**config.mk**
```make
export PLATFORM = sky130hd
export DESIGN_NAME = serial_fifo_port
export DESIGN_NICKNAME = d
export VERILOG_FILES = /design/src/rtl/serial_port_pkg.sv /design/src/rtl/rxq_store.sv /design/src/rtl/rx_timeout.sv /design/src/rtl/serial_fifo_port.sv
export SDC_FILE = /design/constraint.sdc
export NUM_CORES = 1
export LEC_CHECK = 0
export ABC_AREA = 1
export BUFFER_PORTS_ARGS = -buffer_cell sky130_fd_sc_hd__buf_2
export CAP_MARGIN = 30
export CORE_ASPECT_RATIO = 0.7
export CORE_MARGIN = 2
export CORE_UTILIZATION = 61
export CTS_CLUSTER_DIAMETER = 150
export CTS_CLUSTER_SIZE = 8
export DETAILED_ROUTE_END_ITERATION = 10
export PLACE_DENSITY = 0.82
export REMOVE_ABC_BUFFERS = 1
export SYNTH_ARGS = -nofsm -noshare
export SYNTH_HDL_FRONTEND = slang
export SYNTH_SLANG_ARGS = --single-unit
```
**constraint.sdc**
```tcl
create_clock -name clk -period 3.9 [get_ports clk]
set_clock_uncertainty 0.15 [all_clocks]
set_input_delay 0.195 -clock clk [delete_from_list [all_inputs] [get_ports clk]]
set_output_delay 0.195 -clock clk [all_outputs]
set_load 0.01 [all_outputs]
```
**src/rtl/serial_port_pkg.sv**
```systemverilog
package serial_port_pkg;

   // Register byte offsets (software decodes these)
   localparam logic [4:0] OFS_MODE = 5'h00;
   localparam logic [4:0] OFS_CTRL = 5'h08;
   localparam logic [4:0] OFS_TXD  = 5'h0C;
   localparam logic [4:0] OFS_STAT = 5'h10;
   localparam logic [4:0] OFS_RXD  = 5'h14;
   localparam logic [4:0] OFS_FCTL = 5'h18;
   localparam logic [4:0] OFS_LVL  = 5'h1C;

   // Control register bits
   localparam int CT_TXIE = 7;
   localparam int CT_RXIE = 6;
   localparam int CT_TXEN = 5;
   localparam int CT_RXEN = 4;

   // Status register bits
   localparam int ST_TEND = 6;
   localparam int ST_TDE  = 5;
   localparam int ST_BRK  = 4;
   localparam int ST_RDF  = 1;
   localparam int ST_DR   = 0;

   localparam logic [7:0] MODE_MASK = 8'h7B;
   localparam logic [7:0] CTRL_MASK = 8'hFA;
   localparam logic [7:0] CTRL_RST  = 8'h20;

   typedef struct packed {
      logic tend;
      logic tde;
      logic brk;
      logic rdf;
      logic dr;
   } stat_flags_t;

   function automatic logic [4:0] trig_level(input logic [1:0] sel);
      case (sel)
         2'd0:    return 5'd1;
         2'd1:    return 5'd4;
         2'd2:    return 5'd8;
         default: return 5'd14;
      endcase
   endfunction

endpackage

```
**src/rtl/rxq_store.sv**
```systemverilog
module rxq_store #(
   parameter int DEPTH = 16,
   parameter int DW    = 8,
   localparam int PW   = $clog2(DEPTH),
   localparam int CW   = $clog2(DEPTH + 1)
) (
   input  logic          clk,
   input  logic          rst_n,
   input  logic          push_i,
   input  logic          pop_i,
   input  logic [DW-1:0] din_i,
   output logic [DW-1:0] dout_o,
   output logic [CW-1:0] count_o,
   output logic          full_o,
   output logic          empty_o
);

   if (DEPTH < 2 || (DEPTH & (DEPTH - 1)) != 0) begin : g_bad_depth
      $error("rxq_store: DEPTH must be a power of two of at least 2");
   end

   logic [DW-1:0] slot_q [DEPTH];
   logic [PW-1:0] wp_q, rp_q;
   logic [CW-1:0] cnt_q;
   logic          wr_en, rd_en;

   assign full_o  = (cnt_q == CW'(DEPTH));
   assign empty_o = (cnt_q == '0);
   assign wr_en   = push_i && !full_o;
   assign rd_en   = pop_i && !empty_o;
   assign dout_o  = slot_q[rp_q];
   assign count_o = cnt_q;

   for (genvar i = 0; i < DEPTH; i++) begin : g_slot
      always_ff @(posedge clk or negedge rst_n) begin
         if (!rst_n)                       slot_q[i] <= '0;
         else if (wr_en && wp_q == PW'(i)) slot_q[i] <= din_i;
      end
   end

   always_ff @(posedge clk or negedge rst_n) begin
      if (!rst_n) begin
         wp_q  <= '0;
         rp_q  <= '0;
         cnt_q <= '0;
      end else begin
         if (wr_en) wp_q <= wp_q + PW'(1);
         if (rd_en) rp_q <= rp_q + PW'(1);
         case ({wr_en, rd_en})
            2'b10:   cnt_q <= cnt_q + CW'(1);
            2'b01:   cnt_q <= cnt_q - CW'(1);
            default: cnt_q <= cnt_q;
         endcase
      end
   end

   assert_count_bound_R12: assert property (@(posedge clk) disable iff (!rst_n)
      cnt_q <= CW'(DEPTH));

   assert_full_drop_R12: assert property (@(posedge clk) disable iff (!rst_n)
      (push_i && full_o && !pop_i) |=> (count_o == $past(count_o)));

endmodule

```
**src/rtl/rx_timeout.sv**
```systemverilog
module rx_timeout #(
   parameter int DIV_W = 16,
   parameter int UNITS = 15,
   localparam int UW   = (UNITS > 1) ? $clog2(UNITS) : 1
) (
   input  logic             clk,
   input  logic             rst_n,
   input  logic             restart_i,
   input  logic             cancel_i,
   input  logic [DIV_W-1:0] unit_cycles_i,
   output logic             expire_o
);

   if (UNITS < 1 || DIV_W < 1) begin : g_bad_cfg
      $error("rx_timeout: UNITS and DIV_W must be at least 1");
   end

   logic             armed_q;
   logic [DIV_W-1:0] pcnt_q;
   logic [DIV_W-1:0] lim;
   logic             tick;
   logic             last_unit;

   assign lim      = (unit_cycles_i == '0) ? DIV_W'(1) : unit_cycles_i;
   assign tick     = armed_q && (pcnt_q == lim - DIV_W'(1));
   assign expire_o = tick && last_unit;

   if (UNITS > 1) begin : g_units
      logic [UW-1:0] ucnt_q;
      assign last_unit = (ucnt_q == UW'(UNITS - 1));
      always_ff @(posedge clk or negedge rst_n) begin
         if (!rst_n)                             ucnt_q <= '0;
         else if (restart_i || cancel_i)         ucnt_q <= '0;
         else if (expire_o)                      ucnt_q <= '0;
         else if (tick)                          ucnt_q <= ucnt_q + UW'(1);
      end
   end else begin : g_single
      assign last_unit = 1'b1;
   end

   always_ff @(posedge clk or negedge rst_n) begin
      if (!rst_n) begin
         armed_q <= 1'b0;
         pcnt_q  <= '0;
      end else if (restart_i) begin
         armed_q <= 1'b1;
         pcnt_q  <= '0;
      end else if (cancel_i || expire_o) begin
         armed_q <= 1'b0;
         pcnt_q  <= '0;
      end else if (armed_q) begin
         pcnt_q  <= tick ? '0 : pcnt_q + DIV_W'(1);
      end
   end

   assert_expire_disarms_R6: assert property (@(posedge clk) disable iff (!rst_n)
      (expire_o && !restart_i) |=> !armed_q);

   assert_expire_needs_arm_R6: assert property (@(posedge clk) disable iff (!rst_n)
      expire_o |-> armed_q);

endmodule

```
**src/rtl/serial_fifo_port.sv**
```systemverilog
module serial_fifo_port
   import serial_port_pkg::*;
#(
   parameter int ADDR_W   = 5,
   parameter int DEPTH    = 16,
   parameter int DIV_W    = 16,
   parameter int TO_UNITS = 15,
   localparam int CW      = $clog2(DEPTH + 1)
) (
   input  logic              clk,
   input  logic              rst_n,
   input  logic [ADDR_W-1:0] bus_addr,
   input  logic              bus_wr,
   input  logic              bus_rd,
   input  logic [7:0]        bus_wdata,
   output logic [7:0]        bus_rdata,
   input  logic              rx_valid,
   input  logic [7:0]        rx_byte,
   input  logic              brk_evt,
   input  logic [DIV_W-1:0]  unit_cycles,
   output logic              tx_push,
   output logic [7:0]        tx_data,
   output logic              rx_irq,
   output logic              tx_irq
);

   if (ADDR_W != 5) begin : g_bad_addr
      $error("serial_fifo_port: register map needs ADDR_W of 5");
   end
   if (DEPTH < 16 || DEPTH > 128 || (DEPTH & (DEPTH - 1)) != 0) begin : g_bad_depth
      $error("serial_fifo_port: DEPTH must be a power of two in 16..128");
   end

   logic [7:0]   mode_q, ctrl_q, fctl_q;
   stat_flags_t  flags_q, flags_d;
   logic         rx_irq_d;

   logic         sel_mode, sel_ctrl, sel_txd, sel_stat, sel_rxd, sel_fctl, sel_lvl;
   logic         wr_mode, wr_ctrl, wr_txd, wr_stat, wr_fctl, rd_stat;
   logic [7:0]   q_dout;
   logic [CW-1:0] q_count;
   logic         q_full, q_empty;
   logic         q_push, accept, pop;
   logic [CW:0]  lvl_next, trig_ext;
   logic         hit_trig, restart, expire;

   // Address decode
   assign sel_mode = (bus_addr == OFS_MODE);
   assign sel_ctrl = (bus_addr == OFS_CTRL);
   assign sel_txd  = (bus_addr == OFS_TXD);
   assign sel_stat = (bus_addr == OFS_STAT);
   assign sel_rxd  = (bus_addr == OFS_RXD);
   assign sel_fctl = (bus_addr == OFS_FCTL);
   assign sel_lvl  = (bus_addr == OFS_LVL);

   assign wr_mode = bus_wr && sel_mode;
   assign wr_ctrl = bus_wr && sel_ctrl;
   assign wr_txd  = bus_wr && sel_txd;
   assign wr_stat = bus_wr && sel_stat;
   assign wr_fctl = bus_wr && sel_fctl;
   assign rd_stat = bus_rd && sel_stat;

   // Receive queue
   assign q_push = rx_valid && ctrl_q[CT_RXEN];
   assign accept = q_push && !q_full;
   assign pop    = bus_rd && sel_rxd && !q_empty;

   rxq_store #(.DEPTH(DEPTH), .DW(8)) i_queue (
      .clk     (clk),
      .rst_n   (rst_n),
      .push_i  (q_push),
      .pop_i   (pop),
      .din_i   (rx_byte),
      .dout_o  (q_dout),
      .count_o (q_count),
      .full_o  (q_full),
      .empty_o (q_empty)
   );

   assign trig_ext = {{(CW + 1 - 5){1'b0}}, trig_level(fctl_q[7:6])};
   assign lvl_next = {1'b0, q_count} + {{CW{1'b0}}, accept} - {{CW{1'b0}}, pop};
   assign hit_trig = accept && (lvl_next >= trig_ext);
   assign restart  = accept && !hit_trig;

   rx_timeout #(.DIV_W(DIV_W), .UNITS(TO_UNITS)) i_timeout (
      .clk           (clk),
      .rst_n         (rst_n),
      .restart_i     (restart),
      .cancel_i      (hit_trig),
      .unit_cycles_i (unit_cycles),
      .expire_o      (expire)
   );

   // Flag and interrupt next state: clears first, then set events
   always_comb begin
      flags_d  = flags_q;
      rx_irq_d = rx_irq;
      if (wr_stat) begin
         flags_d.tend = flags_q.tend & bus_wdata[ST_TEND];
         flags_d.tde  = flags_q.tde  & bus_wdata[ST_TDE];
         flags_d.brk  = flags_q.brk  & bus_wdata[ST_BRK];
         flags_d.rdf  = flags_q.rdf  & bus_wdata[ST_RDF];
         flags_d.dr   = flags_q.dr   & bus_wdata[ST_DR];
         if (!bus_wdata[ST_RDF] || !bus_wdata[ST_DR]) rx_irq_d = 1'b0;
      end
      if (wr_ctrl && !bus_wdata[CT_TXEN]) flags_d.tend = 1'b1;
      if (rd_stat && ctrl_q[CT_TXEN]) begin
         flags_d.tde  = 1'b1;
         flags_d.tend = 1'b1;
      end
      if (brk_evt) flags_d.brk = 1'b1;
      if (pop && (lvl_next < trig_ext)) flags_d.rdf = 1'b0;
      if (hit_trig) begin
         flags_d.rdf = 1'b1;
         if (ctrl_q[CT_RXIE]) rx_irq_d = 1'b1;
      end
      if (expire) begin
         flags_d.rdf = 1'b1;
         flags_d.dr  = 1'b1;
         if (ctrl_q[CT_RXIE]) rx_irq_d = 1'b1;
      end
   end

   always_ff @(posedge clk or negedge rst_n) begin
      if (!rst_n) begin
         mode_q  <= '0;
         ctrl_q  <= CTRL_RST;
         fctl_q  <= '0;
         flags_q <= '{tend: 1'b1, tde: 1'b1, brk: 1'b0, rdf: 1'b0, dr: 1'b0};
         rx_irq  <= 1'b0;
         tx_irq  <= 1'b0;
         tx_push <= 1'b0;
         tx_data <= '0;
      end else begin
         flags_q <= flags_d;
         rx_irq  <= rx_irq_d;
         tx_push <= wr_txd;
         if (wr_txd)  tx_data <= bus_wdata;
         if (wr_mode) mode_q  <= bus_wdata & MODE_MASK;
         if (wr_fctl) fctl_q  <= bus_wdata;
         if (wr_ctrl) begin
            ctrl_q <= bus_wdata & CTRL_MASK;
            tx_irq <= bus_wdata[CT_TXIE];
         end
      end
   end

   // Read data
   always_comb begin
      bus_rdata = '0;
      if (sel_mode) bus_rdata = mode_q;
      if (sel_ctrl) bus_rdata = ctrl_q;
      if (sel_stat) bus_rdata = {1'b0, flags_q.tend, flags_q.tde, flags_q.brk,
                                 2'b00, flags_q.rdf, flags_q.dr};
      if (sel_rxd)  bus_rdata = q_empty ? 8'h00 : q_dout;
      if (sel_fctl) bus_rdata = fctl_q;
      if (sel_lvl)  bus_rdata = {{(8 - CW){1'b0}}, q_count};
   end

   assert_stat_reserved_R2: assert property (@(posedge clk) disable iff (!rst_n)
      rd_stat |-> (bus_rdata[7] == 1'b0 && bus_rdata[3:2] == 2'b00));

   assert_clear_irq_R4: assert property (@(posedge clk) disable iff (!rst_n)
      (wr_stat && (!bus_wdata[ST_RDF] || !bus_wdata[ST_DR]) && !accept && !expire)
      |=> !rx_irq);

   assert_trig_irq_R5: assert property (@(posedge clk) disable iff (!rst_n)
      (hit_trig && ctrl_q[CT_RXIE] && !bus_wr) |=> (rx_irq && flags_q.rdf));

   assert_txirq_follow_R8: assert property (@(posedge clk) disable iff (!rst_n)
      wr_ctrl |=> (tx_irq == $past(bus_wdata[CT_TXIE])));

   assert_rearm_R9: assert property (@(posedge clk) disable iff (!rst_n)
      (rd_stat && ctrl_q[CT_TXEN] && !bus_wr) |=> (flags_q.tde && flags_q.tend));

   assert_tx_pulse_R14: assert property (@(posedge clk) disable iff (!rst_n)
      tx_push |=> !tx_push || $past(wr_txd));

endmodule

```
# Word level (Yosys, flattened, before mapping)
# Index checks and enable logic that the tools add are counted.
dict set report word_totals {
  reg_bits 198
  input_bits 43
  out_inout_bits 19
  word_cells 172
}
dict set report op_classes {
  n_addsub 9
  n_lt_le_gt_ge 3
  eq_ne 28
  mux 35
  bitwise 6
  reduce_logical 57
}
# cell count
set ops {}
lappend ops {{$mux W16} 5}
lappend ops {{$mux W8} 8}
lappend ops {{$eq A4 B4 Y1 const B} 9}
lappend ops {{$logic_and A1 B1 Y1} 34}
lappend ops {{$bmux W8 S4} 1}
lappend ops {{$eq A5 B5 Y1 const B} 5}
lappend ops {{$add A16 B1 Y16 const B} 1}
lappend ops {{$eq A16 B16 Y1} 1}
lappend ops {{$eq A4 B3 Y1 const B} 4}
lappend ops {{$logic_not A16 Y1} 1}
lappend ops {{$sub A16 B1 Y16 const B} 1}
lappend ops {{$add A4 B1 Y4 const B} 3}
lappend ops {{$mux W1} 12}
lappend ops {{$mux W4} 3}
lappend ops {{$pmux W4 S3} 1}
lappend ops {{$eq A5 B4 Y1 const B} 2}
lappend ops {{$logic_not A5 Y1} 2}
lappend ops {{$pmux W5 S2} 1}
lappend ops {{$reduce_bool A2 Y1} 5}
lappend ops {{$reduce_bool A3 Y1} 3}
lappend ops {{$eq A4 B2 Y1 const B} 2}
lappend ops {{$mux W7} 1}
lappend ops {{$add A5 B1 Y6} 1}
lappend ops {{$ge A6 B5 Y1} 1}
lappend ops {{other kinds (17)} 31}

# Longest topological paths before layout
dict set report logic_depth {
  ltp_word 11
  depth_mapped 25
  depth_no_buf 25
}

# Cells and area by module
# A second synthesis with hierarchy kept.
dict set report unflattened {
  cells_unflattened 1647
  hier_area_um2 12263.0
}
# mod instances cells_each area_per_inst_um2 seq_area_each_um2
set by_module_without_submodules {}
lappend by_module_without_submodules {rxq_store 1 1070 8035.2 3528.4}
lappend by_module_without_submodules {serial_fifo_port 1 268 2140.8 879.6}
lappend by_module_without_submodules {rx_timeout 1 309 2087.0 525.5}

# Worst setup path after synthesis
# No wires, ideal clock.
dict set report synth_timing {
  path_kind {register -> register}
  from {reg i_queue.cnt_q[3], in the netlist i_queue.count_o[3]}
  to {reg rx_irq}
  setup_time_ps 117
  t_arrival_ps 3327
  t_required_ps 3633
  slack_ps 306
  stages_incl_launch_ff 24
  path_buffers 0
  period_less_slack_ps 3594
  path_cell_list {dfrtp_1 -> inv_1 -> ha_1 -> nand4_1 -> nand2_1 -> inv_1 -> nand2_1 -> inv_1 -> ha_1 -> inv_1 -> ha_1 -> inv_1 -> fa_1 -> inv_1 -> ha_1 -> a21oi_1 -> o21ai_0 -> a21oi_1 -> o21a_1 -> nand3_1 -> o21ai_0 -> o21ai_0 -> nand2_1 -> nand2_1}
}
dict set report synth_between {
  elab_chain_cells 10
  elab_cells_between_ends 13
  cone_classes {add/sub (2); order compare (1); eq/ne (1); mux (3); reduce/logical (6)}
}
# element line_no
set synth_rtl {}
lappend synth_rtl {{start, declared} rxq_store.sv:24} ;# logic [CW-1:0] cnt_q;
lappend synth_rtl {{start signal, assigned} rxq_store.sv:50} ;# 2'b10: cnt_q <= cnt_q + CW'(1);
lappend synth_rtl {{start signal, assigned} rxq_store.sv:51} ;# 2'b01: cnt_q <= cnt_q - CW'(1);
lappend synth_rtl {{start signal, assigned} rxq_store.sv:52} ;# default: cnt_q <= cnt_q;
lappend synth_rtl {{$eq A5 B5 Y1} rxq_store.sv:27} ;# assign full_o = (cnt_q == CW'(DEPTH));
lappend synth_rtl {{$logic_not A1 Y1} serial_fifo_port.sv:65} ;# assign accept = q_push && !q_full;
lappend synth_rtl {{$logic_and A1 B1 Y1} serial_fifo_port.sv:65}
lappend synth_rtl {{$add A5 B1 Y6} serial_fifo_port.sv:81} ;# assign lvl_next = {1'b0, q_count} + {{CW{1'b0}}, accept} - {{CW{1'b0}}, pop};
lappend synth_rtl {{$sub A6 B1 Y6} serial_fifo_port.sv:81}
lappend synth_rtl {{$ge A6 B5 Y1} serial_fifo_port.sv:82} ;# assign hit_trig = accept && (lvl_next >= trig_ext);
lappend synth_rtl {{$logic_and A1 B1 Y1 (*)} serial_fifo_port.sv:82}
lappend synth_rtl {{$mux W1 (*)} serial_fifo_port.sv:113} ;# if (hit_trig) begin
lappend synth_rtl {{$mux W1} serial_fifo_port.sv:120} ;# if (ctrl_q[CT_RXIE]) rx_irq_d = 1'b1;
lappend synth_rtl {{$mux W1 (*)} serial_fifo_port.sv:117} ;# if (expire) begin
lappend synth_rtl {{via rx_irq_d} serial_fifo_port.sv:36} ;# logic rx_irq_d;
lappend synth_rtl {{end signal, assigned} serial_fifo_port.sv:136} ;# rx_irq <= rx_irq_d;
lappend synth_rtl {{end, declared} serial_fifo_port.sv:23} ;# output logic rx_irq,
# The timed path passes the listed nets; every way through them passes the cells marked *.
# A chain may end at the register's enable or synchronous reset.

# Final worst setup path
dict set report layout_timing {
  from {reg i_queue.cnt_q[2], in the netlist i_queue.count_o[2]}
  to {reg rx_irq}
}
# Same word-level chain as after synthesis.

==> flow_summary_export.csv <==
group,metric,value,unit
cts,clk_latency,0.44,ns
power,p_leak,5.68,nW
setup_path,path_max_fanout,3,
cts,cts_sinks,197,
die,die_w,160,um
run,max_cap_violations,0,
timing,slew_headroom,42.5,%
detailed_routing,dr.pass1.iters,5,
power,power.share.combinational,35.1,%
final_layout,nets,1451,
die,fp.dieH,113,um
yosys,synth.top_cells.by_area,"dfrtp_1, nand2_1, o21ai_0",
place,routabilityCongestion,0.914,
timing,finalSetupTns,0,ns
final_layout,layout.cells.most_common,"nand2_1",
yosys,yosys_most_used_dff,"dfrtp_1",
die,rows,39,
power,p_clk_share,24.5,%
setup_path,cp-start-kind,"register",
final_layout,fin_area,0.0117,sq mm
yosys,syn_area,0.0104,sq mm
global_route,grt_max_degree,96,
setup_path,cp_data_required_time,4.08,ns
global_route,grt_usage,31.9,%
cts,cts_tree,"done",
yosys,syn_inst,1319,
setup_path,path_class,"reg -> reg",
cts,cts.reportedPaths.clkPinSlew,0.07,ns
setup_path,cp.arrival,3.86,ns
timing,hold_slack,0.0738,ns
detailed_routing,ant_nets,0,
timing,setup_violations,0,
place,hpwl,18700,um
setup_path,end_kind,"register",
die,floorplan.initialDensity,62.9,%
power,total_power,7.48,mW
cts,cts_root_buf,"clkbuf_16",
detailed_routing,vias,9389,
final_layout,drive_gt1_share,10.4,%
power,power.internal,4.59,mW
yosys,ys_seq_area_share,47.6,%
global_route,grt_pass1_vias,9098,
yosys,synth-warning-count,0,
power,power_switching,2.90,mW
worst_hold_path,holdCritPathClass,"in -> reg",
timing,finalCritPeriodShare,94.3,%
power,seqPwrFrac,40.3,%
detailed_routing,vias_per_cell,5.80,
detailed_routing,drt_iter0_drc,976,
yosys,ys_ff_latch,197,
power,powerDensity,640,mW/mm^2
timing,layout_min_cycle_time,3.68,ns
timing,finalMaxSlewViolations,0,
power,p_sw_share,38.7,%
final_layout,final_cell_mix,"nand2_1, o21ai_0, dfrtp_1, nor2_1, inv_1",
yosys,synth_edf_count,0,
global_route,grt_overflow,0,
cts,cts_buffers,17,
detailed_routing,wl,27400,um
yosys,yosysTopAreaCellShare,46.8,%
yosys,ys_async_sr_fraction,100,%
global_route,grt_first_pass_wirelength,45700,um
yosys,synth_cell_types,45,
cts,htreeDepth,4,
detailed_routing,route.detailed.drc,0,
place,portBuffers,61,
yosys,syn_area_per_cell,7.86,sq um
timing,hold_viol,0,
power,ir_worst_vdd,402,uV
global_route,grt_antenna_before_repair,0,
cts,cts_buffer_depth,2,
die,core,0.0165,sq mm
timing,max_freq,272,MHz
final_layout,stdcell_count,1620,
place,place_area,0.0109,sq mm
die,dieArea,0.0181,sq mm
timing,worstMarginPinSlew,0.862,ns
place,placed_cells,1570,
detailed_routing,wl_per_cell,16.9,um
yosys,synth_top_area_cell,"dfrtp_1",
final_layout,areaGrowthSynthToFinish,12.8,%
die,num_io_pins,62,
final_layout,diodes,0,
status,status,"completed",
## final timing paths
check	start	endpoint	slack, ns	cells after the start
worst max-delay path	i_queue.count_o[2]	rx_irq	0.22	23
worst min-delay path	bus_wr	ctrl_q[6]	0.07	5
worst max register to register	i_queue.count_o[2]	rx_irq	0.22	23
worst min register to register	i_queue.slot_q[20]	i_queue.slot_q[20]	0.34	2
max in group asynchronous	rst_n	ctrl_q[5]	2.44	3
min in group asynchronous	rst_n	i_queue.slot_q[60]	0.23	2
## timing repair
item                                    in CTS  in global routing
hold endpoints to repair                   124                  0
endpoints found under the setup margin       0                  3
buffers inserted                             0                  5
gates resized for setup                      0                  8
hold buffers                                13                  0
## layer usage
metal / track usage, % / up-vias / wire (um)
met5: 0 / - / 0
met4: 9.55 / 0 / 515
met3: 6.38 / 49 / 2150
met2: 51.6 / 401 / 12700
met1: 44.2 / 4461 / 12100
li1: - / 4478 / -
## cell type report
| type | count | area (sq um) |
|---|---|---|
| clock buffer | 21 | 470 |
| fill | 1371 | 4800 |
| tap | 225 | 282 |
| timing repair buffer | 97 | 642 |
| multi-input combinational | 952 | 4790 |
| sequential | 197 | 4930 |
| clock inverter | 11 | 136 |
| inverter | 117 | 439 |
## critical path, cell delays in order (launching register included)
cell and delay, ns:
dfrtp_2 0.41, inv_1 0.09, ha_2 0.19, nand4_1 0.11, nand2_1 0.10, inv_1 0.05
nand2_1 0.07, inv_1 0.05, ha_1 0.27, inv_1 0.06, ha_2 0.17, inv_1 0.05
fa_1 0.47, inv_1 0.05, ha_1 0.29, a21oi_1 0.14, o21ai_0 0.09, a21oi_1 0.14
o21a_1 0.15, nand3_2 0.08, o21ai_2 0.17, o21ai_1 0.08, nand2_1 0.08, nand2_1 0.06
## Yosys cell counts (2+ instances only)
| cell | n |
|---|---|
| xor2_1 | 22 |
| nor2_4 | 3 |
| clkbuf_1 | 42 |
| a22oi_1 | 2 |
| a21o_1 | 3 |
| inv_1 | 112 |
| buf_1 | 3 |
| nand4_1 | 21 |
| nand3_1 | 71 |
| dfrtp_1 | 194 |
| buf_6 | 2 |
| dfstp_2 | 3 |
| nand2_1 | 347 |
| o22ai_1 | 19 |
| o221ai_1 | 17 |
| a211oi_1 | 3 |
| or2_2 | 2 |
| nor3_1 | 6 |
| o211ai_1 | 4 |
| o21ai_0 | 219 |
| ha_1 | 24 |
| fa_1 | 2 |
| nor4_1 | 2 |
| clkinv_1 | 4 |
| buf_2 | 6 |
| nor2_2 | 5 |
| xnor2_1 | 10 |
| nand2_2 | 4 |
| nand3b_1 | 2 |
| nor2_1 | 121 |
| a21oi_1 | 28 |
| nand3_2 | 3 |
## state kept, by name (all words and copies together), names as in the netlist
name	flops
ctrl_q	5
fctl_q	8
flags_q	5
i_queue.count_o	5
i_queue.rp_q	4
i_queue.slot_q	128
i_queue.wp_q	4
i_timeout.armed_q	1
i_timeout.g_units.ucnt_q	4
i_timeout.pcnt_q	16
mode_q	6
rx_irq	1
tx_data	8
tx_irq	1
tx_push	1
## per-stage QoR
step           util (%)  worst slack, ns
6_report           70.9            0.222
4_1_cts            70.6           0.0490
5_1_grt            70.9          -0.0408
2_1_floorplan         -            0.192
3_5_place_dp       66.1           -0.114
3_3_place_gp       66.1            0.172
## cells by family after synthesis
group | synth area share, %
simple gates | 23.8
compound gates | 16.1
flops | 47.6
buf+inv | 6.37
xor+xnor | 2.92
fa+ha+maj | 3.28
## power groups by stage
stage | logic [mW] | registers [mW] | clock network (mW)
6_report | 2.63 | 3.02 | 1.84
5_1_grt | 2.96 | 3.08 | 1.94
4_1_cts | 2.53 | 3.00 | 1.84
3_5_place_dp | 2.49 | 3.03 | 0
3_3_place_gp | 2.40 | 3.01 | 0
2_1_floorplan | 1.64 | 2.98 | 0
Note: power is estimated with default switching activity, not from simulation.
